==> src/rtl/xcvr_cfg_pkg.sv <==
package xcvr_cfg_pkg;

  typedef enum logic [1:0] {
    ST_IDLE  = 2'd0,
    ST_SHIFT = 2'd1,
    ST_LATCH = 2'd2
  } seq_state_e;

  // Strobes from control to datapath
  typedef struct packed {
    logic capture;   // copy images and enable requests, preload slot 0
    logic loadNext;  // preload image at nextIdx
    logic shift;     // advance to next bit
    logic applyEn;   // drive enable pins (mode word latch)
  } seq_strobe_t;

endpackage

==> src/rtl/xcvr_cfg_ctrl.sv <==
module xcvr_cfg_ctrl
  import xcvr_cfg_pkg::*;
#(
  parameter int WORD_W   = 20,
  parameter int NUM_REGS = 5,
  parameter int CLK_DIV  = 4,
  parameter int IDX_W    = (NUM_REGS > 1) ? $clog2(NUM_REGS) : 1
) (
  input  logic             clk,
  input  logic             rstN,
  input  logic             start,
  output seq_strobe_t      strobe,
  output logic [IDX_W-1:0] nextIdx,
  output logic             shiftActive,
  output logic             sclk,
  output logic             latchEn,
  output logic             busy,
  output logic             done
);

  localparam int DIV_W = (CLK_DIV > 1) ? $clog2(CLK_DIV) : 1;
  localparam int BIT_W = $clog2(WORD_W);
  localparam logic [DIV_W-1:0] DIV_LAST = DIV_W'(CLK_DIV - 1);
  localparam logic [BIT_W-1:0] BIT_LAST = BIT_W'(WORD_W - 1);
  localparam logic [IDX_W-1:0] IDX_LAST = IDX_W'(NUM_REGS - 1);

  seq_state_e       state;
  logic [DIV_W-1:0] divCnt;
  logic [BIT_W-1:0] bitCnt;
  logic [IDX_W-1:0] wordIdx;
  logic             hiPhase;
  logic             halfTick;
  logic             halfEnd;

  assign halfTick = (divCnt == DIV_LAST);
  assign halfEnd  = halfTick && hiPhase;

  always_ff @(posedge clk or negedge rstN) begin
    if (!rstN) begin
      state   <= ST_IDLE;
      divCnt  <= '0;
      bitCnt  <= '0;
      wordIdx <= '0;
      hiPhase <= 1'b0;
      done    <= 1'b0;
    end else begin
      done <= 1'b0;
      if (state != ST_IDLE) begin
        divCnt <= halfTick ? '0 : divCnt + 1'b1;
      end
      case (state)
        ST_IDLE: begin
          if (start) begin
            state   <= ST_SHIFT;
            divCnt  <= '0;
            bitCnt  <= '0;
            wordIdx <= '0;
            hiPhase <= 1'b0;
          end
        end
        ST_SHIFT: begin
          if (halfTick) begin
            hiPhase <= !hiPhase;
            if (hiPhase) begin
              if (bitCnt == BIT_LAST) begin
                state  <= ST_LATCH;
                bitCnt <= '0;
              end else begin
                bitCnt <= bitCnt + 1'b1;
              end
            end
          end
        end
        ST_LATCH: begin
          if (halfTick) begin
            hiPhase <= !hiPhase;
            if (hiPhase) begin
              if (wordIdx == IDX_LAST) begin
                state <= ST_IDLE;
                done  <= 1'b1;
              end else begin
                wordIdx <= wordIdx + 1'b1;
                state   <= ST_SHIFT;
              end
            end
          end
        end
        default: state <= ST_IDLE;
      endcase
    end
  end

  always_comb begin
    strobe          = '0;
    strobe.capture  = (state == ST_IDLE) && start;
    strobe.shift    = (state == ST_SHIFT) && halfEnd && (bitCnt != BIT_LAST);
    strobe.loadNext = (state == ST_LATCH) && halfEnd && (wordIdx != IDX_LAST);
    strobe.applyEn  = (state == ST_SHIFT) && halfEnd && (bitCnt == BIT_LAST)
                      && (wordIdx == '0);
  end

  assign nextIdx     = wordIdx + 1'b1;
  assign shiftActive = (state == ST_SHIFT);
  assign sclk        = (state == ST_SHIFT) && hiPhase;
  assign latchEn     = (state == ST_LATCH);
  assign busy        = (state != ST_IDLE);

endmodule

==> src/rtl/xcvr_cfg_dpath.sv <==
module xcvr_cfg_dpath
  import xcvr_cfg_pkg::*;
#(
  parameter int WORD_W   = 20,
  parameter int NUM_REGS = 5,
  parameter int IDX_W    = (NUM_REGS > 1) ? $clog2(NUM_REGS) : 1
) (
  input  logic                       clk,
  input  logic                       rstN,
  input  seq_strobe_t                strobe,
  input  logic [IDX_W-1:0]           nextIdx,
  input  logic                       shiftActive,
  input  logic [NUM_REGS*WORD_W-1:0] cfgWords,
  input  logic                       txReq,
  input  logic                       rxReq,
  output logic                       sdata,
  output logic                       txEn,
  output logic                       rxEn
);

  logic [WORD_W-1:0] images [NUM_REGS];
  logic [WORD_W-1:0] shReg;
  logic              txHold;
  logic              rxHold;

  for (genvar gi = 0; gi < NUM_REGS; gi++) begin : g_img
    always_ff @(posedge clk or negedge rstN) begin
      if (!rstN) begin
        images[gi] <= '0;
      end else if (strobe.capture) begin
        images[gi] <= cfgWords[gi*WORD_W +: WORD_W];
      end
    end
  end

  always_ff @(posedge clk or negedge rstN) begin
    if (!rstN) begin
      shReg  <= '0;
      txHold <= 1'b0;
      rxHold <= 1'b0;
      txEn   <= 1'b0;
      rxEn   <= 1'b0;
    end else begin
      if (strobe.capture) begin
        shReg  <= cfgWords[WORD_W-1:0];
        txHold <= txReq;
        rxHold <= rxReq;
      end else if (strobe.loadNext) begin
        shReg <= images[nextIdx];
      end else if (strobe.shift) begin
        shReg <= {shReg[WORD_W-2:0], 1'b0};
      end
      if (strobe.applyEn) begin
        txEn <= txHold;
        rxEn <= rxHold;
      end
    end
  end

  assign sdata = shiftActive & shReg[WORD_W-1];

endmodule

==> src/rtl/xcvr_cfg_seq.sv <==
module xcvr_cfg_seq
  import xcvr_cfg_pkg::*;
#(
  parameter int WORD_W   = 20,
  parameter int NUM_REGS = 5,
  parameter int CLK_DIV  = 4
) (
  input  logic                       clk,
  input  logic                       rstN,
  input  logic                       start,
  input  logic [NUM_REGS*WORD_W-1:0] cfgWords,
  input  logic                       txReq,
  input  logic                       rxReq,
  output logic                       sclk,
  output logic                       sdata,
  output logic                       latchEn,
  output logic                       txEn,
  output logic                       rxEn,
  output logic                       busy,
  output logic                       done
);

  localparam int IDX_W = (NUM_REGS > 1) ? $clog2(NUM_REGS) : 1;

  seq_strobe_t      strobe;
  logic [IDX_W-1:0] nextIdx;
  logic             shiftActive;

  xcvr_cfg_ctrl #(
    .WORD_W(WORD_W), .NUM_REGS(NUM_REGS), .CLK_DIV(CLK_DIV), .IDX_W(IDX_W)
  ) u_ctrl (
    .clk(clk), .rstN(rstN), .start(start), .strobe(strobe),
    .nextIdx(nextIdx), .shiftActive(shiftActive), .sclk(sclk),
    .latchEn(latchEn), .busy(busy), .done(done)
  );

  xcvr_cfg_dpath #(
    .WORD_W(WORD_W), .NUM_REGS(NUM_REGS), .IDX_W(IDX_W)
  ) u_dpath (
    .clk(clk), .rstN(rstN), .strobe(strobe), .nextIdx(nextIdx),
    .shiftActive(shiftActive), .cfgWords(cfgWords), .txReq(txReq),
    .rxReq(rxReq), .sdata(sdata), .txEn(txEn), .rxEn(rxEn)
  );

endmodule

==> config.mk <==
export PLATFORM = sky130hd
export DESIGN_NAME = xcvr_cfg_seq
export DESIGN_NICKNAME = d
export VERILOG_FILES = /design/src/rtl/xcvr_cfg_pkg.sv /design/src/rtl/xcvr_cfg_ctrl.sv /design/src/rtl/xcvr_cfg_dpath.sv /design/src/rtl/xcvr_cfg_seq.sv
export SDC_FILE = /design/constraint.sdc
export NUM_CORES = 1
export LEC_CHECK = 0
export BUFFER_PORTS_ARGS = -buffer_cell sky130_fd_sc_hd__buf_2
export CORE_AREA = 2 2 121 123
export CTS_CLUSTER_SIZE = 40
export DETAILED_ROUTE_END_ITERATION = 6
export DIE_AREA = 0 0 123 125
export GPL_TIMING_DRIVEN = 0
export HOLD_SLACK_MARGIN = 0.1
export PLACE_DENSITY_LB_ADDON = 0.3
export SETUP_SLACK_MARGIN = 0.15
export SYNTH_ARGS = -nofsm -noshare
export SYNTH_HDL_FRONTEND = slang
export SYNTH_HIERARCHICAL = 1
export SYNTH_SLANG_ARGS = --single-unit
==> constraint.sdc <==
create_clock -name clk -period 2.5 [get_ports clk]
set_clock_uncertainty 0.1 [all_clocks]
set_input_delay 0.25 -clock clk [delete_from_list [all_inputs] [get_ports clk]]
set_output_delay 0.25 -clock clk [all_outputs]
set_load 0.01 [all_outputs]
==> impl_metrics.py <==
metrics = {
    "sta": {
        "fmax_mhz": 448,
        "setup_violations": 0,
        "slew_headroom": 0.623,
        "worstMarginPinSlew_ps": 565,
        "rsz0062_at_grt": "yes",
        "fin_crit_sh": 0.893,
        "final_max_slew_viol_count": 0,
        "hold_viol": 0,
        "fin_crit_ps": 2230,
        "timing.setup.tns_ps": 0,
    },
    "place": {
        "dp_cells": 884,
        "globalplace.congestion": 0.808,
        "port_buffers": 111,
        "dp_hpwl_mm": 11.7,
    },
    "synth": {
        "yosys-top-cells-area": "dfrtp_1 (51%), mux2_2 (14%), mux2i_1 (5.8%)",
        "async_reset_ff_frac": 1.00,
        "netlist_area_mm2": 0.00672,
        "seq_area_frac_synth": 0.514,
        "synthesis.instances": 588,
        "synth_top_area_frac": 0.514,
        "synthMuxAreaShare": 0.208,
        "synth-seq-cells": 138,
        "synthAdderAreaFrac": 0.0149,
        "yosys.area_share.simple": 0.0843,
        "yosysUniqueCellTypes": 50,
        "synth_compound_area_frac": 0.128,
        "ys.flop_type": "dfrtp_1",
        "synth_area_per_cell_um2": 11.4,
        "synth_xor_area_frac": 0.00130,
        "synth_top_area_cell": "dfrtp_1",
        "synth_warnings": 6,
        "synth-edff-count": 0,
        "synth_top_family_by_area": "multiplexers",
        "synth_nets": 701,
    },
    "clock_tree": {
        "clock-sinks": 138,
        "cts_tree": "built",
        "cts_root_buf": "clkbuf_16",
        "cts_buffers": 17,
        "clk_pin_slew_ps": 60,
        "htree_levels": 4,
        "clock_path_buffers": 2,
        "clock_latency_ps": 420,
    },
    "grt": {
        "track_usage": 0.242,
        "grt_max_degree": 84,
        "grt_overflow": 0,
        "grt_pass1_wl_mm": 28.6,
        "antenna_found_initial": 0,
        "grt_pass1_vias": 5627,
    },
    "floorplanning": {
        "dieArea_mm2": 0.0154,
        "die_w_um": 123,
        "std_cell_rows": 44,
        "ios": 112,
        "die-height_um": 125,
        "coreArea_mm2": 0.0142,
        "start_util": 0.473,
    },
    "cells_and_area": {
        "final_cells": 1020,
        "fin_nets": 937,
        "layout_commonest_cell": "dfrtp_1",
        "drive_gt1_frac": 0.330,
        "final_cell_mix": "dfrtp_1 (138), buf_2 (123), dlygate4sd3_1 (104), mux2_2 (84), mux2i_1 (39)",
        "antenna_cells": 0,
        "area_growth_pct": 38.3,
        "fillers": 1088,
    },
    "pwr": {
        "power_switching_mw": 3.12,
        "switching_share": 0.314,
        "internal_power_mw": 6.82,
        "p_seq_frac": 0.396,
        "p_clk_frac": 0.271,
        "vdd_drop_max_mv": 0.639,
        "power.leakage_nw": 4.21,
        "power_frac_comb": 0.333,
        "power.density_mw_per_mm2": 1070,
    },
    "run_status": {
        "status": "finished clean",
    },
    "setup_path": {
        "cp.buffers_inverters": 4,
        "critical_path_class": "register to register",
        "critPathSlowestCell": "buf_1",
        "crit_family": "buffers and inverters",
        "critPathLaunchType": "register",
        "path_cells": "inv_1 -> ha_1 -> buf_2 -> inv_2 -> buf_1 -> a21oi_1 -> o31ai_1",
        "cp_data_required_time_ps": 2720,
        "worst-endpoint-arrival_ps": 2450,
        "slowest_delay_ps": 420,
        "crit_path_max_fanout": 10,
        "worstSetupEndpointType": "register",
    },
    "route": {
        "ant_nets": 0,
        "vias_per_cell": 5.31,
        "drc": 0,
        "drt_first_pass_iters": 5,
        "wire_per_inst_um": 17.4,
        "via_count": 5421,
        "drt_iter0_drc": 346,
        "wl_mm": 17.7,
    },
    "min_path": {
        "hp-class": "input pin to asynchronous set/reset pin",
    },
    "job": {
        "maxCapViolations": 0,
    },
}
## cell usage after synthesis, types with 2 or more instances
cell and n:
dfrtp_1 138, mux2_2 84, o21ai_0 40, mux2i_1 39, nand2_1 30, inv_1 29
a21oi_1 27, o21ai_1 26, a211oi_1 20, o31ai_1 20, buf_2 18, nand3b_1 18
nor2b_1 16, clkbuf_1 12, nor2_1 9, ha_1 8, and2_1 5, buf_4 5
buf_1 4, nand3_1 4, buf_6 3, mux2_4 2, nand2b_1 2, nor3_1 2
or3_1 2
## kinds of logic after synthesis
logic type | after synthesis
compound gates | 143
flops | 138
mux | 127
simple gates | 99
buf+inv | 72
fa+ha+maj | 8
xor+xnor | 1
## area by class of cell
type | count | area (µm²) | share of cell area
sequential | 138 | 3450 | 0.371
multi-input combinational | 378 | 2970 | 0.319
inverter | 30 | 113 | 0.0121
clock inverter | 10 | 166 | 0.0179
tap | 184 | 230 | 0.0248
timing repair buffer | 217 | 1640 | 0.176
clock buffer | 21 | 470 | 0.0506
buffer | 42 | 259 | 0.0279
## worst paths after layout
path | slack, ps | depth (start not counted) | from | end
max | 270 | 7 | u_ctrl/wordIdx[0] | u_dpath/shReg[13]
min | 250 | 2 | rstN | u_dpath/images[23]
max reg2reg | 270 | 7 | u_ctrl/wordIdx[0] | u_dpath/shReg[13]
min reg2reg | 400 | 1 | u_dpath/images[55] | u_dpath/images[55]
max in group asynchronous | 1270 | 3 | rstN | u_dpath/shReg[4]
min in group clk | 400 | 1 | u_dpath/images[55] | u_dpath/images[55]
## state kept, by name, indices dropped and copies added (netlist names)
name	cells
u_dpath/images	100
u_ctrl/bitCnt	5
u_ctrl/state	2
u_dpath/txEn	1
u_ctrl/done	1
u_dpath/txHold	1
u_ctrl/wordIdx	3
u_dpath/shReg	20
u_ctrl/divCnt	2
u_dpath/rxEn	1
u_dpath/rxHold	1
u_ctrl/hiPhase	1
## power groups by stage
| stage | registers, mW | clock network (mW) | logic (mW) |
|---|---|---|---|
| after floorplan | 3.73 | 0 | 2.39 |
| after global routing | 4.06 | 2.84 | 3.66 |
| after CTS | 3.92 | 2.73 | 3.27 |
| after detailed placement | 3.93 | 0 | 3.07 |
| after global placement | 3.89 | 0 | 2.95 |
| final | 3.94 | 2.69 | 3.31 |
## through the flow
| stage | hold WS (ps) | instance area (µm²) | utilization | setup slack [ps] | power, mW |
|---|---|---|---|---|---|
| after detailed placement | 151 | 7540 | 0.531 | -12.5 | 7.01 |
| after global routing | 320 | 9300 | 0.655 | 146 | 10.6 |
| final | 253 | 9300 | 0.655 | 267 | 9.94 |
| after CTS | 276 | 9270 | 0.652 | 178 | 9.91 |
| after floorplan | -146 | 6720 | - | 454 | 6.12 |
| after global placement | 382 | 7510 | 0.529 | -766 | 6.84 |
## metal layers
| layer | vias to the layer above | share of wire | global-route usage | wire length [µm] |
|---|---|---|---|---|
| met3 | 29 | 0.058 | 0.0474 | 1020 |
| met2 | 184 | 0.48 | 0.387 | 8530 |
| li1 | 2564 | - | - | - |
| met5 | - | 0 | 0 | 0 |
| met4 | 0 | 0.018 | 0.0715 | 317 |
| met1 | 2644 | 0.44 | 0.335 | 7880 |
## what timing repair did
action | in CTS | in global routing
endpoints found under the setup margin | 44 | 55
gates resized for setup | 13 | 19
pin swaps | 1 | 1
endpoints found under the hold margin | 177 | 0
hold buffers | 104 | 0
gates cloned | 0 | 0
setup buffers | 0 | 1
No activity file was read; power rests on OpenSTA's default activity.
